===== config.mk =====
export PLATFORM = sky130hd
export DESIGN_NAME = cpu_pace_ctrl
export DESIGN_NICKNAME = d
export VERILOG_FILES = /design/src/rtl/cpa_pkg.sv /design/src/rtl/cpa_pwm.sv /design/src/rtl/cpa_regs.sv /design/src/rtl/cpa_fsm.sv /design/src/rtl/cpu_pace_ctrl.sv
export SDC_FILE = /design/constraint.sdc
export NUM_CORES = 1
export LEC_CHECK = 0
export BUFFER_PORTS_ARGS = -buffer_cell sky130_fd_sc_hd__buf_2
export CAP_MARGIN = 10
export CELL_PAD_IN_SITES_DETAIL_PLACEMENT = 1
export CELL_PAD_IN_SITES_GLOBAL_PLACEMENT = 1
export CORE_MARGIN = 5
export CORE_UTILIZATION = 39
export DETAILED_ROUTE_END_ITERATION = 6
export GPL_TIMING_DRIVEN = 0
export PLACE_DENSITY = 0.8
export SYNTH_ARGS = -nofsm -noshare
export SYNTH_HDL_FRONTEND = slang
export SYNTH_SLANG_ARGS = --single-unit
export TNS_END_PERCENT = 5

===== constraint.sdc =====
create_clock -name clk -period 3.2 [get_ports clk]
set_input_delay 0.32 -clock clk [delete_from_list [all_inputs] [get_ports clk]]
set_output_delay 0.32 -clock clk [all_outputs]
set_load 0.02 [all_outputs]

===== src/rtl/cpa_pkg.sv =====
package cpa_pkg;
    typedef enum logic [1:0] {
        ST_RUN  = 2'd0,
        ST_SLOW = 2'd1,
        ST_HALT = 2'd2
    } pace_st_e;

    localparam int SLEEP_BIT = 0;
    localparam int SLOW_BIT  = 1;
    localparam int CTRL_OFS  = 0;
    localparam int POWER_OFS = 1;
endpackage


===== src/rtl/cpa_pwm.sv =====
module cpa_pwm #(
    parameter int CNT_W = 8
) (
    input  logic             clk,
    input  logic             rst_n,
    input  logic [CNT_W-1:0] duty_i,
    output logic             on_o
);
    logic [CNT_W-1:0] cnt_q;

    always_ff @(posedge clk or negedge rst_n) begin
        if (!rst_n) cnt_q <= '0;
        else        cnt_q <= cnt_q + 1'b1;
    end

    assign on_o = (cnt_q <= duty_i);


    count_step_chk: assert property (@(posedge clk) disable iff (!rst_n)
        1'b1 |=> cnt_q == $past(cnt_q) + 1'b1);
endmodule


===== src/rtl/cpa_regs.sv =====
module cpa_regs
    import cpa_pkg::*;
#(
    parameter int DATA_W = 8,
    parameter int IRQ_N  = 4,
    parameter int ADDR_W = 1
) (
    input  logic              clk,
    input  logic              rst_n,
    input  logic              wr_i,
    input  logic [ADDR_W-1:0] addr_i,
    input  logic [DATA_W-1:0] wdata_i,
    input  logic              asleep_i,
    output logic              ctrl_wr_o,
    output logic [DATA_W-1:0] power_o,
    output logic [IRQ_N-1:0]  mask_o,
    output logic              slow_o,
    output logic [DATA_W-1:0] rdata_o
);
    localparam int MASK_LSB = DATA_W - IRQ_N;
    localparam int PAD_W    = MASK_LSB - 2;

    logic power_wr;
    logic [DATA_W-1:0] ctrl_view;

    assign ctrl_wr_o = wr_i && (addr_i == ADDR_W'(CTRL_OFS));
    assign power_wr  = wr_i && (addr_i == ADDR_W'(POWER_OFS));

    always_ff @(posedge clk or negedge rst_n) begin
        if (!rst_n) begin
            power_o <= '0;
            mask_o  <= '0;
            slow_o  <= 1'b0;
        end else begin
            if (power_wr) power_o <= wdata_i;
            if (ctrl_wr_o) begin
                mask_o <= wdata_i[DATA_W-1:MASK_LSB];
                slow_o <= wdata_i[SLOW_BIT];
            end
        end
    end

    assign ctrl_view = {mask_o, {PAD_W{1'b0}}, slow_o, asleep_i};

    always_comb begin
        unique case (addr_i)
            ADDR_W'(CTRL_OFS):  rdata_o = ctrl_view;
            ADDR_W'(POWER_OFS): rdata_o = power_o;
            default:            rdata_o = '0;
        endcase
    end


    pad_zero_chk: assert property (@(posedge clk) disable iff (!rst_n)
        (addr_i == ADDR_W'(CTRL_OFS)) |-> rdata_o[MASK_LSB-1:2] == '0);


    mask_hold_chk: assert property (@(posedge clk) disable iff (!rst_n)
        !ctrl_wr_o |=> $stable(mask_o) && $stable(slow_o));
endmodule


===== src/rtl/cpa_fsm.sv =====
module cpa_fsm
    import cpa_pkg::*;
#(
    parameter int DATA_W = 8,
    parameter int IRQ_N  = 4
) (
    input  logic              clk,
    input  logic              rst_n,
    input  logic              ctrl_wr_i,
    input  logic [DATA_W-1:0] wdata_i,
    input  logic [IRQ_N-1:0]  irq_i,
    input  logic [IRQ_N-1:0]  mask_i,
    input  logic              slow_i,
    input  logic              pwm_on_i,
    output logic              asleep_o,
    output logic              en_o
);
    pace_st_e st_q, st_d;
    logic     wake;

    assign wake = |(irq_i & mask_i);

    always_comb begin
        st_d = st_q;
        if (ctrl_wr_i) begin
            if (wdata_i[SLEEP_BIT])     st_d = ST_HALT;
            else if (wdata_i[SLOW_BIT]) st_d = ST_SLOW;
            else                        st_d = ST_RUN;
        end else if (st_q == ST_HALT && wake) begin
            st_d = slow_i ? ST_SLOW : ST_RUN;
        end
    end

    always_ff @(posedge clk or negedge rst_n) begin
        if (!rst_n) st_q <= ST_RUN;
        else        st_q <= st_d;
    end

    always_comb begin
        unique case (st_q)
            ST_RUN:  en_o = 1'b1;
            ST_SLOW: en_o = pwm_on_i;
            ST_HALT: en_o = 1'b0;
            default: en_o = 1'b0;
        endcase
    end

    assign asleep_o = (st_q == ST_HALT);


    halt_block_chk: assert property (@(posedge clk) disable iff (!rst_n)
        (st_q == ST_HALT) |-> !en_o);


    wake_exit_chk: assert property (@(posedge clk) disable iff (!rst_n)
        (st_q == ST_HALT && !ctrl_wr_i && wake) |=> st_q != ST_HALT);


    stay_asleep_chk: assert property (@(posedge clk) disable iff (!rst_n)
        (st_q == ST_HALT && !ctrl_wr_i && !wake) |=> st_q == ST_HALT);


    run_high_chk: assert property (@(posedge clk) disable iff (!rst_n)
        (st_q == ST_RUN) |-> en_o);
endmodule


===== src/rtl/cpu_pace_ctrl.sv =====
module cpu_pace_ctrl #(
    parameter int DATA_W = 8,
    parameter int IRQ_N  = 4,
    parameter int ADDR_W = 1
) (
    input  logic              clk,
    input  logic              rst_n,
    input  logic              bus_wr,
    input  logic [ADDR_W-1:0] bus_addr,
    input  logic [DATA_W-1:0] bus_wdata,
    output logic [DATA_W-1:0] bus_rdata,
    input  logic [IRQ_N-1:0]  irq,
    output logic              cpu_en
);
    logic              ctrl_wr;
    logic [DATA_W-1:0] power;
    logic [IRQ_N-1:0]  mask;
    logic              slow;
    logic              asleep;
    logic              pwm_on;

    cpa_regs #(.DATA_W(DATA_W), .IRQ_N(IRQ_N), .ADDR_W(ADDR_W)) u_regs (
        .clk(clk), .rst_n(rst_n), .wr_i(bus_wr), .addr_i(bus_addr),
        .wdata_i(bus_wdata), .asleep_i(asleep), .ctrl_wr_o(ctrl_wr),
        .power_o(power), .mask_o(mask), .slow_o(slow), .rdata_o(bus_rdata)
    );

    cpa_pwm #(.CNT_W(DATA_W)) u_pwm (
        .clk(clk), .rst_n(rst_n), .duty_i(power), .on_o(pwm_on)
    );

    cpa_fsm #(.DATA_W(DATA_W), .IRQ_N(IRQ_N)) u_fsm (
        .clk(clk), .rst_n(rst_n), .ctrl_wr_i(ctrl_wr), .wdata_i(bus_wdata),
        .irq_i(irq), .mask_i(mask), .slow_i(slow), .pwm_on_i(pwm_on),
        .asleep_o(asleep), .en_o(cpu_en)
    );


    full_duty_chk: assert property (@(posedge clk) disable iff (!rst_n)
        (slow && !asleep && power == '1) |-> cpu_en);


    sleep_wins_chk: assert property (@(posedge clk) disable iff (!rst_n)
        (asleep && slow) |-> !cpu_en);
endmodule


==> out/metrics.cfg, run 1 <==
[outcome]
outcome = complete, no violations

[global_routing]
grt_max_degree = 24
gr-total-overflow = 0
track_usage_pct = 14.11
first_global_vias = 1026
grt_pass1_wl_microns = 4747
antenna_found_initial = 0

[clock_network]
clk_path_buf_depth = 2
path_clk_slew_ns = 0.12
insertion_delay_ns = 0.31
clock-root-buffer = clkbuf_4
numCtsBuffers = 3
postCtsResizedCells = 0
cts_tree = built
htreeDepth = 1
clkSinkCount = 23

[place]
postPlaceCellArea_sq_um = 1440
place_ws_ns = 1.324
dp_hpwl_microns = 2040
port_buffers = 24
place.gp.congestion = 0.7314

[power_and_ir_drop]
p_per_area_nw_per_um2 = 446.1
ir_worst_vdd_uv = 196.6
p_leak_nw = 0.7381

[detailed_routing]
wire_per_inst_microns = 15.13
drc = 0
dr_total_vias = 881
routed_wl_microns = 2618
firstDrtPassIters = 4
wl_met3_microns = 118
drt-met1-wl_microns = 1090
avgViaCountPerCell = 5.092
top_layer = met4
wl_met2_microns = 1366
ant_nets = 0
detail_route.iter0.violations = 12

[yosys]
synth_cells = 100
ys_ff_latch = 23
synthTopCellsByArea = dfrtp_1 (45%), mux2_4 (15%), ha_1 (8.9%), mux2_2 (4.5%), xnor2_1 (2.8%)
synth-simple-area-share_pct = 10.88
synth.area.mux_share_pct = 19.88
synth_xor_xnor_area_share_pct = 4.154
syn-num-nets = 125
synth_area_leader_cell = dfrtp_1
synth_warnings = 0
synth_fa_ha_area_share_pct = 8.902
syn_avg_cell_area_sq_um = 12.65
seq_area_frac_synth_pct = 45.50
synth_top_family_by_area = multiplexers
synth_top_area_share_pct = 45.50
yosysUniqueCellTypes = 27
syn_area_sq_um = 1265
synth_compound_area_share_pct = 6.528

[layout]
n_antenna_cell = 0
syn2layout_area_growth_pct = 16.72
final_cell_mix = buf_2 (24), dfrtp_1 (23), mux2_4 (13), ha_1 (9), inv_1 (8)
final_nets = 155
drive_gt1_share_pct = 37.98
design_area_sq_um = 1476
final_common_cell = buf_2

[sta]
relSlewSlack_pct = 65.30
fin_ws_ns = 0.9959
fin_crit_sh_pct = 68.88
hold_violations = 0
worst_slew_pin_slew_ns = 0.5205
fin_tns_setup_ns = 0
fin_worst_skew_ns = 0.0007625
rsz0062_at_grt = false
fmax_mhz = 453.7
drv_slew = 0
period_needed_ns = 2.204
final-setup-viol-count = 0

[floorplan]
die_y_microns = 66.95
io_pins = 25
die_w_microns = 66.95
core_area_sq_um = 3078
initial_core_util_pct = 41.10
rows = 20
die_area_sq_um = 4482

[flow_run]
cap_violations = 0

[setup_path]
critical_path_class = reg -> out
crit_path_start_kind = register
path_max_fanout = 4
crit_required_ns = 2.88
end_kind = output port
crit_arrival_ns = 1.88

[worst_hold_path]
hp-class = in -> reg

## synth_stat cells (all sizes together)
library cell   n
and2           2
nand3b         1
mux2          18
inv            8
nor2b          2
o211ai         1
a21oi          5
and4           1
nand2b         2
nand2          4
a21o           1
xnor2          4
o21ai          4
nor3           1
a22oi          2
nand3          3
nand4          3
buf            2
ha             9
a211oi         1
dfrtp         23
and3           1
xor2           2
## cell type report
type / instances / area [sq um]
buffer: 2 / 22.52
clock buffer: 4 / 26.28
fill: 353 / 1602
inverter: 8 / 30.03
multi-input combinational: 67 / 636.9
sequential: 23 / 575.6
tap: 44 / 55.05
timing repair buffer: 25 / 130.1
## what timing repair did
| action | CTS | global route |
|---|---|---|
| setup buffers | 0 | 0 |
| hold buffers | 1 | 0 |
| hold endpoints to repair | 23 | 0 |
## final timing paths
path / startpoint / end / slack (ns) / cells after the start
min in group asynchronous: rst_n / u_fsm.st_q[0] / 0.51 / 2
setup reg to reg: u_pwm.cnt_q[1] / u_pwm.cnt_q[6] / 2.03 / 4
setup / recovery: u_pwm.cnt_q[5] / cpu_en / 1.0 / 6
max in group asynchronous: rst_n / u_pwm.cnt_q[5] / 2.34 / 2
hold reg to reg: u_pwm.cnt_q[7] / u_pwm.cnt_q[7] / 0.50 / 1
hold / removal: bus_wdata[2] / u_regs.power_o[2] / 0.23 / 2
## critical path, stage by stage, from the launching register on
cell and delay, ns:
dfrtp_1 0.45, ha_1 0.32, nand4_1 0.13, o21ai_1 0.19
a211oi_1 0.06, nor3_1 0.22, buf_2 0.21
## registers in the layout, summed over array words and instances (netlist names)
name,flops
u_regs.slow_o,1
u_fsm.st_q,2
u_regs.power_o,8
u_pwm.cnt_q,8
u_regs.mask_o,4
## layer usage
| layer | up-vias | track usage, % |
|---|---|---|
| li1 | 411 | - |
| met1 | 446 | 16.15 |
| met2 | 19 | 25.74 |
| met3 | 5 | 3.035 |
| met4 | 0 | 4.557 |
| met5 | - | 0 |
## logic make-up (layout without fill, tap and decap cells)
family,after synthesis,after routing
compound gates,14,14
xor+xnor,6,6
fa+ha+maj,9,9
buf+inv,10,39
flops,23,23
mux,18,18
simple gates,20,20
## through the flow
stage	power, mW	hold WS (ns)	utilization, %	instances
6_report	0.6586	0.2284	47.97	173
5_1_grt	0.7001	0.2171	47.97	173
4_1_cts	0.6647	0.2255	47.97	173
3_5_place_dp	0.5279	0.3255	46.79	168
3_3_place_gp	0.5189	0.3158	46.79	168
2_1_floorplan	0.4676	0.02441	-	100
## where the power goes
group | internal (mW) | switching [mW]
clock network | 0.0487 | 0.0878
registers | 0.320 | 0.0253
logic | 0.0903 | 0.0866
Note: power is estimated with default switching activity, not from simulation.
==> run 2, diff against run 1 <==
ABC_AREA = 1   (was default)
PLACE_DENSITY = 0.85   (was 0.8)
clock period = 2.2 ns   (was 3.2 ns; I/O delays follow)
==> run 2 against run 1 <==
Synthesized area is 2.0% lower; register-to-register slack worse by 0.92 ns; sequential share of layout area is 0.67 points higher.
==> out/metrics.cfg, run 2 <==
[sta]
period_needed_ns = 2.005
rsz0062_at_grt = false
relSlewSlack_pct = 64.14  ; -1.2 points
worst_slew_pin_slew_ns = 0.5379  ; +0.01746 ns
final-setup-viol-count = 0  ; unchanged
fin_ws_ns = 0.1948  ; -0.8011 ns
fmax_mhz = 498.7
fin_tns_setup_ns = 0  ; unchanged
fin_crit_sh_pct = 91.14
fin_worst_skew_ns = 0.001569  ; +0.0008064 ns
drv_slew = 0  ; unchanged
hold_violations = 0  ; unchanged

[global_routing]
first_global_vias = 1119  ; +9.1%
gr-usage-met2_pct = 28.00  ; +2.3 points
grt_max_degree = 24  ; unchanged
grt_pass1_wl_microns = 5043  ; +6.2%
gr-total-overflow = 0  ; unchanged
grt_use_met3_pct = 1.020  ; -2.0 points
grt-busiest-layer = met2
antenna_found_initial = 0  ; unchanged
met1_usage_pct = 17.88  ; +1.7 points
track_usage_pct = 14.94  ; +0.83 points

[clock_network]
cts_tree = built
clock-root-buffer = clkbuf_4
clk_path_buf_depth = 2  ; unchanged
numCtsBuffers = 3  ; unchanged
clkSinkCount = 23  ; unchanged
insertion_delay_ns = 0.31  ; about the same
htreeDepth = 1  ; unchanged
postCtsResizedCells = 0  ; unchanged
path_clk_slew_ns = 0.13  ; about the same

[layout]
final_nets = 201  ; +30%
final_cell_mix = nand2_1 (41), buf_2 (25), dfrtp_1 (23), inv_1 (20), o21ai_0 (10)
syn2layout_area_growth_pct = 17.05
n_antenna_cell = 0  ; unchanged
fillers = 392  ; +11%
final_common_cell = nand2_1
stdcell_count = 219  ; +27%
design_area_sq_um = 1451  ; -1.7%
drive_gt1_share_pct = 22.86  ; -15 points
largest_registers = u_pwm.cnt_q (8), u_regs.power_o (8), u_regs.mask_o (4)

[yosys]
synth_top_area_share_pct = 46.42  ; +0.92 points
ys_ff_latch = 23  ; unchanged
syn-num-nets = 171  ; +37%
syn_avg_cell_area_sq_um = 8.493  ; -33%
synth_area_leader_cell = dfrtp_1
synthTopCellsByArea = dfrtp_1 (46%), nand2_1 (12%), ha_1 (9.1%), inv_1 (6.1%), o21ai_0 (4.0%)
ys.flop_type = dfrtp_1
synth_edf_count = 0  ; unchanged
synthTopCellsByCount = nand2_1 (41), dfrtp_1 (23), inv_1 (20)
synth_cells = 146  ; +46%
synth_warnings = 0  ; unchanged
yosysUniqueCellTypes = 24  ; -11%
async_flop_share_pct = 100.0  ; unchanged
synth.most_common_cell = nand2_1
seq_area_frac_synth_pct = 46.42  ; +0.92 points
syn_area_sq_um = 1240  ; -2.0%

[setup_path]
worstReg2RegEnd = u_pwm.cnt_q[6]
critical_path_class = reg -> out
rr_startpoint = u_pwm.cnt_q[1]
crit_required_ns = 1.98  ; -0.90 ns
crit_arrival_ns = 1.79  ; -0.09 ns
reg2reg_depth = 4  ; unchanged
end_kind = output port
crit_path_start_kind = register
r2r_setup_slack_ns = 1.11  ; -0.92 ns
crit_path_end = cpu_en
cp-startpoint = u_pwm.cnt_q[5]
path_max_fanout = 4  ; unchanged

[outcome]
outcome = complete, no violations

[floorplan]
core_area_sq_um = 3053  ; -0.81%
die_y_microns = 66.39  ; -0.84%
initial_core_util_pct = 40.61  ; -0.48 points
io_pins = 25  ; unchanged
rows = 20  ; unchanged
die_area_sq_um = 4407  ; -1.7%
die_w_microns = 66.39  ; -0.84%

[detailed_routing]
ant_nets = 0  ; unchanged
routed_wl_microns = 2900  ; +11%
avgViaCountPerCell = 4.616  ; -9.3%
firstDrtPassIters = 4  ; unchanged
detail_route.iter0.violations = 13  ; +1
wire_per_inst_microns = 13.24  ; -12%
drc = 0  ; unchanged
dr_total_vias = 1011  ; +15%

[place]
postPlaceCellArea_sq_um = 1415  ; -1.7%
place_ws_ns = 0.5329  ; -0.7913 ns
place_inst = 214  ; +27%
dp_hpwl_microns = 2400  ; +18%
port_buffers = 24  ; unchanged
place.gp.congestion = 0.7399  ; +1.2%

[power_and_ir_drop]
p_leak_nw = 0.7999  ; +8.4%
combPwrFrac_pct = 23.9  ; -3.0 points
p_int_mw = 0.6096  ; +33%
switching_power_mw = 0.2901  ; +45%
power_frac_clock_pct = 22.2  ; +1.5 points
ir_worst_vdd_uv = 272.0  ; +38%
pwr-share-seq_pct = 53.9  ; +1.5 points
p_per_area_nw_per_um2 = 619.9  ; +39%
switching_share_pct = 32.24  ; +1.9 points

[worst_hold_path]
hp-class = in -> reg

[flow_run]
cap_violations = 0  ; unchanged

[run 2: cell types whose count changed in the layout (fill, tap and decap cells not counted), moves of 4 or more]
cell | previous run | this run
mux2_2 | 5 | 0
nor2_1 | 0 | 8
o21ai_0 | 2 | 10
o21ai_1 | 2 | 6
inv_1 | 8 | 20
nand2_1 | 3 | 41
mux2_4 | 13 | 0
[run 2: what timing repair did]
| item | CTS | global route |
|---|---|---|
| setup buffers | 0 | 0 |
| hold endpoints to repair | 23 | 0 |
| hold buffers | 1 | 0 |
| endpoints found under the setup margin | 0 | 0 |
[run 2: final cells by class]
class | count | area (sq um) | area share [%]
multi-input cells | 99 | 561.8 | 38.71
clock buffers | 4 | 26.28 | 1.810
inverters | 21 | 78.83 | 5.431
plain buffers | 3 | 23.77 | 1.638
repair buffers | 25 | 130.1 | 8.966
flip-flops and latches | 23 | 575.6 | 39.66
well taps | 44 | 55.05 | 3.793
[run 2: worst min path at each step]
stage | slack (ns) | startpoint | endpoint | cells past startpoint
CTS | 0.14 | bus_wdata[2] | u_regs.power_o[2] | 3
global placement | 0.22 | rst_n | u_pwm.cnt_q[7] | 1
detailed placement | 0.24 | rst_n | u_regs.mask_o[2] | 1
floorplan | -0.08 | rst_n | u_fsm.st_q[0] | 0
finish | 0.15 | bus_wdata[2] | u_regs.power_o[2] | 3
global route | 0.13 | bus_wdata[6] | u_regs.power_o[6] | 3
[run 2: worst max-delay path, stage by stage (launching register included)]
cell and delay [ns]:
dfrtp_1 0.46, ha_1 0.33, nand2_1 0.08, nor2_1 0.13, a21boi_0 0.11, a21oi_1 0.19, buf_2 0.19
[run 2: per-stage QoR]
| step | power, mW | util, % | hold slack [ns] |
|---|---|---|---|
| 5_1_grt | 0.9660 | 47.54 | 0.1341 |
| 3_5_place_dp | 0.7126 | 46.35 | 0.2410 |
| 2_1_floorplan | 0.6263 | - | -0.07559 |
| 6_report | 0.8997 | 47.54 | 0.1461 |
| 3_3_place_gp | 0.6964 | 46.35 | 0.2210 |
| 4_1_cts | 0.9159 | 47.54 | 0.1378 |
[run 2: logic make-up (layout without fill, tap and decap cells)]
family / count (synthesis) / after routing / synth area share, %
flip-flops: 23 / 23 / 46.42
AO/OA/AOI/OAI: 24 / 24 / 11.00
adder cells (fa/ha/maj): 9 / 9 / 9.082
XOR/XNOR: 6 / 6 / 4.239
buffers and inverters: 24 / 53 / 8.274
AND/OR/NAND/NOR: 60 / 60 / 20.99
[run 2: power groups by stage]
stage          Sequential, mW  Combinational [mW]  Clock (mW)
3_5_place_dp            0.494               0.219           0
5_1_grt                 0.490               0.245       0.231
4_1_cts                 0.485               0.221       0.209
2_1_floorplan           0.486               0.141           0
6_report                0.485               0.215       0.199
3_3_place_gp            0.491               0.205           0
[run 2: layer usage]
layer / vias to the layer above / share of wire [%]
met2: 11 / 54
li1: 516 / -
met5: - / 0
met1: 480 / 44
met3: 4 / 1.2
met4: 0 / 1.4
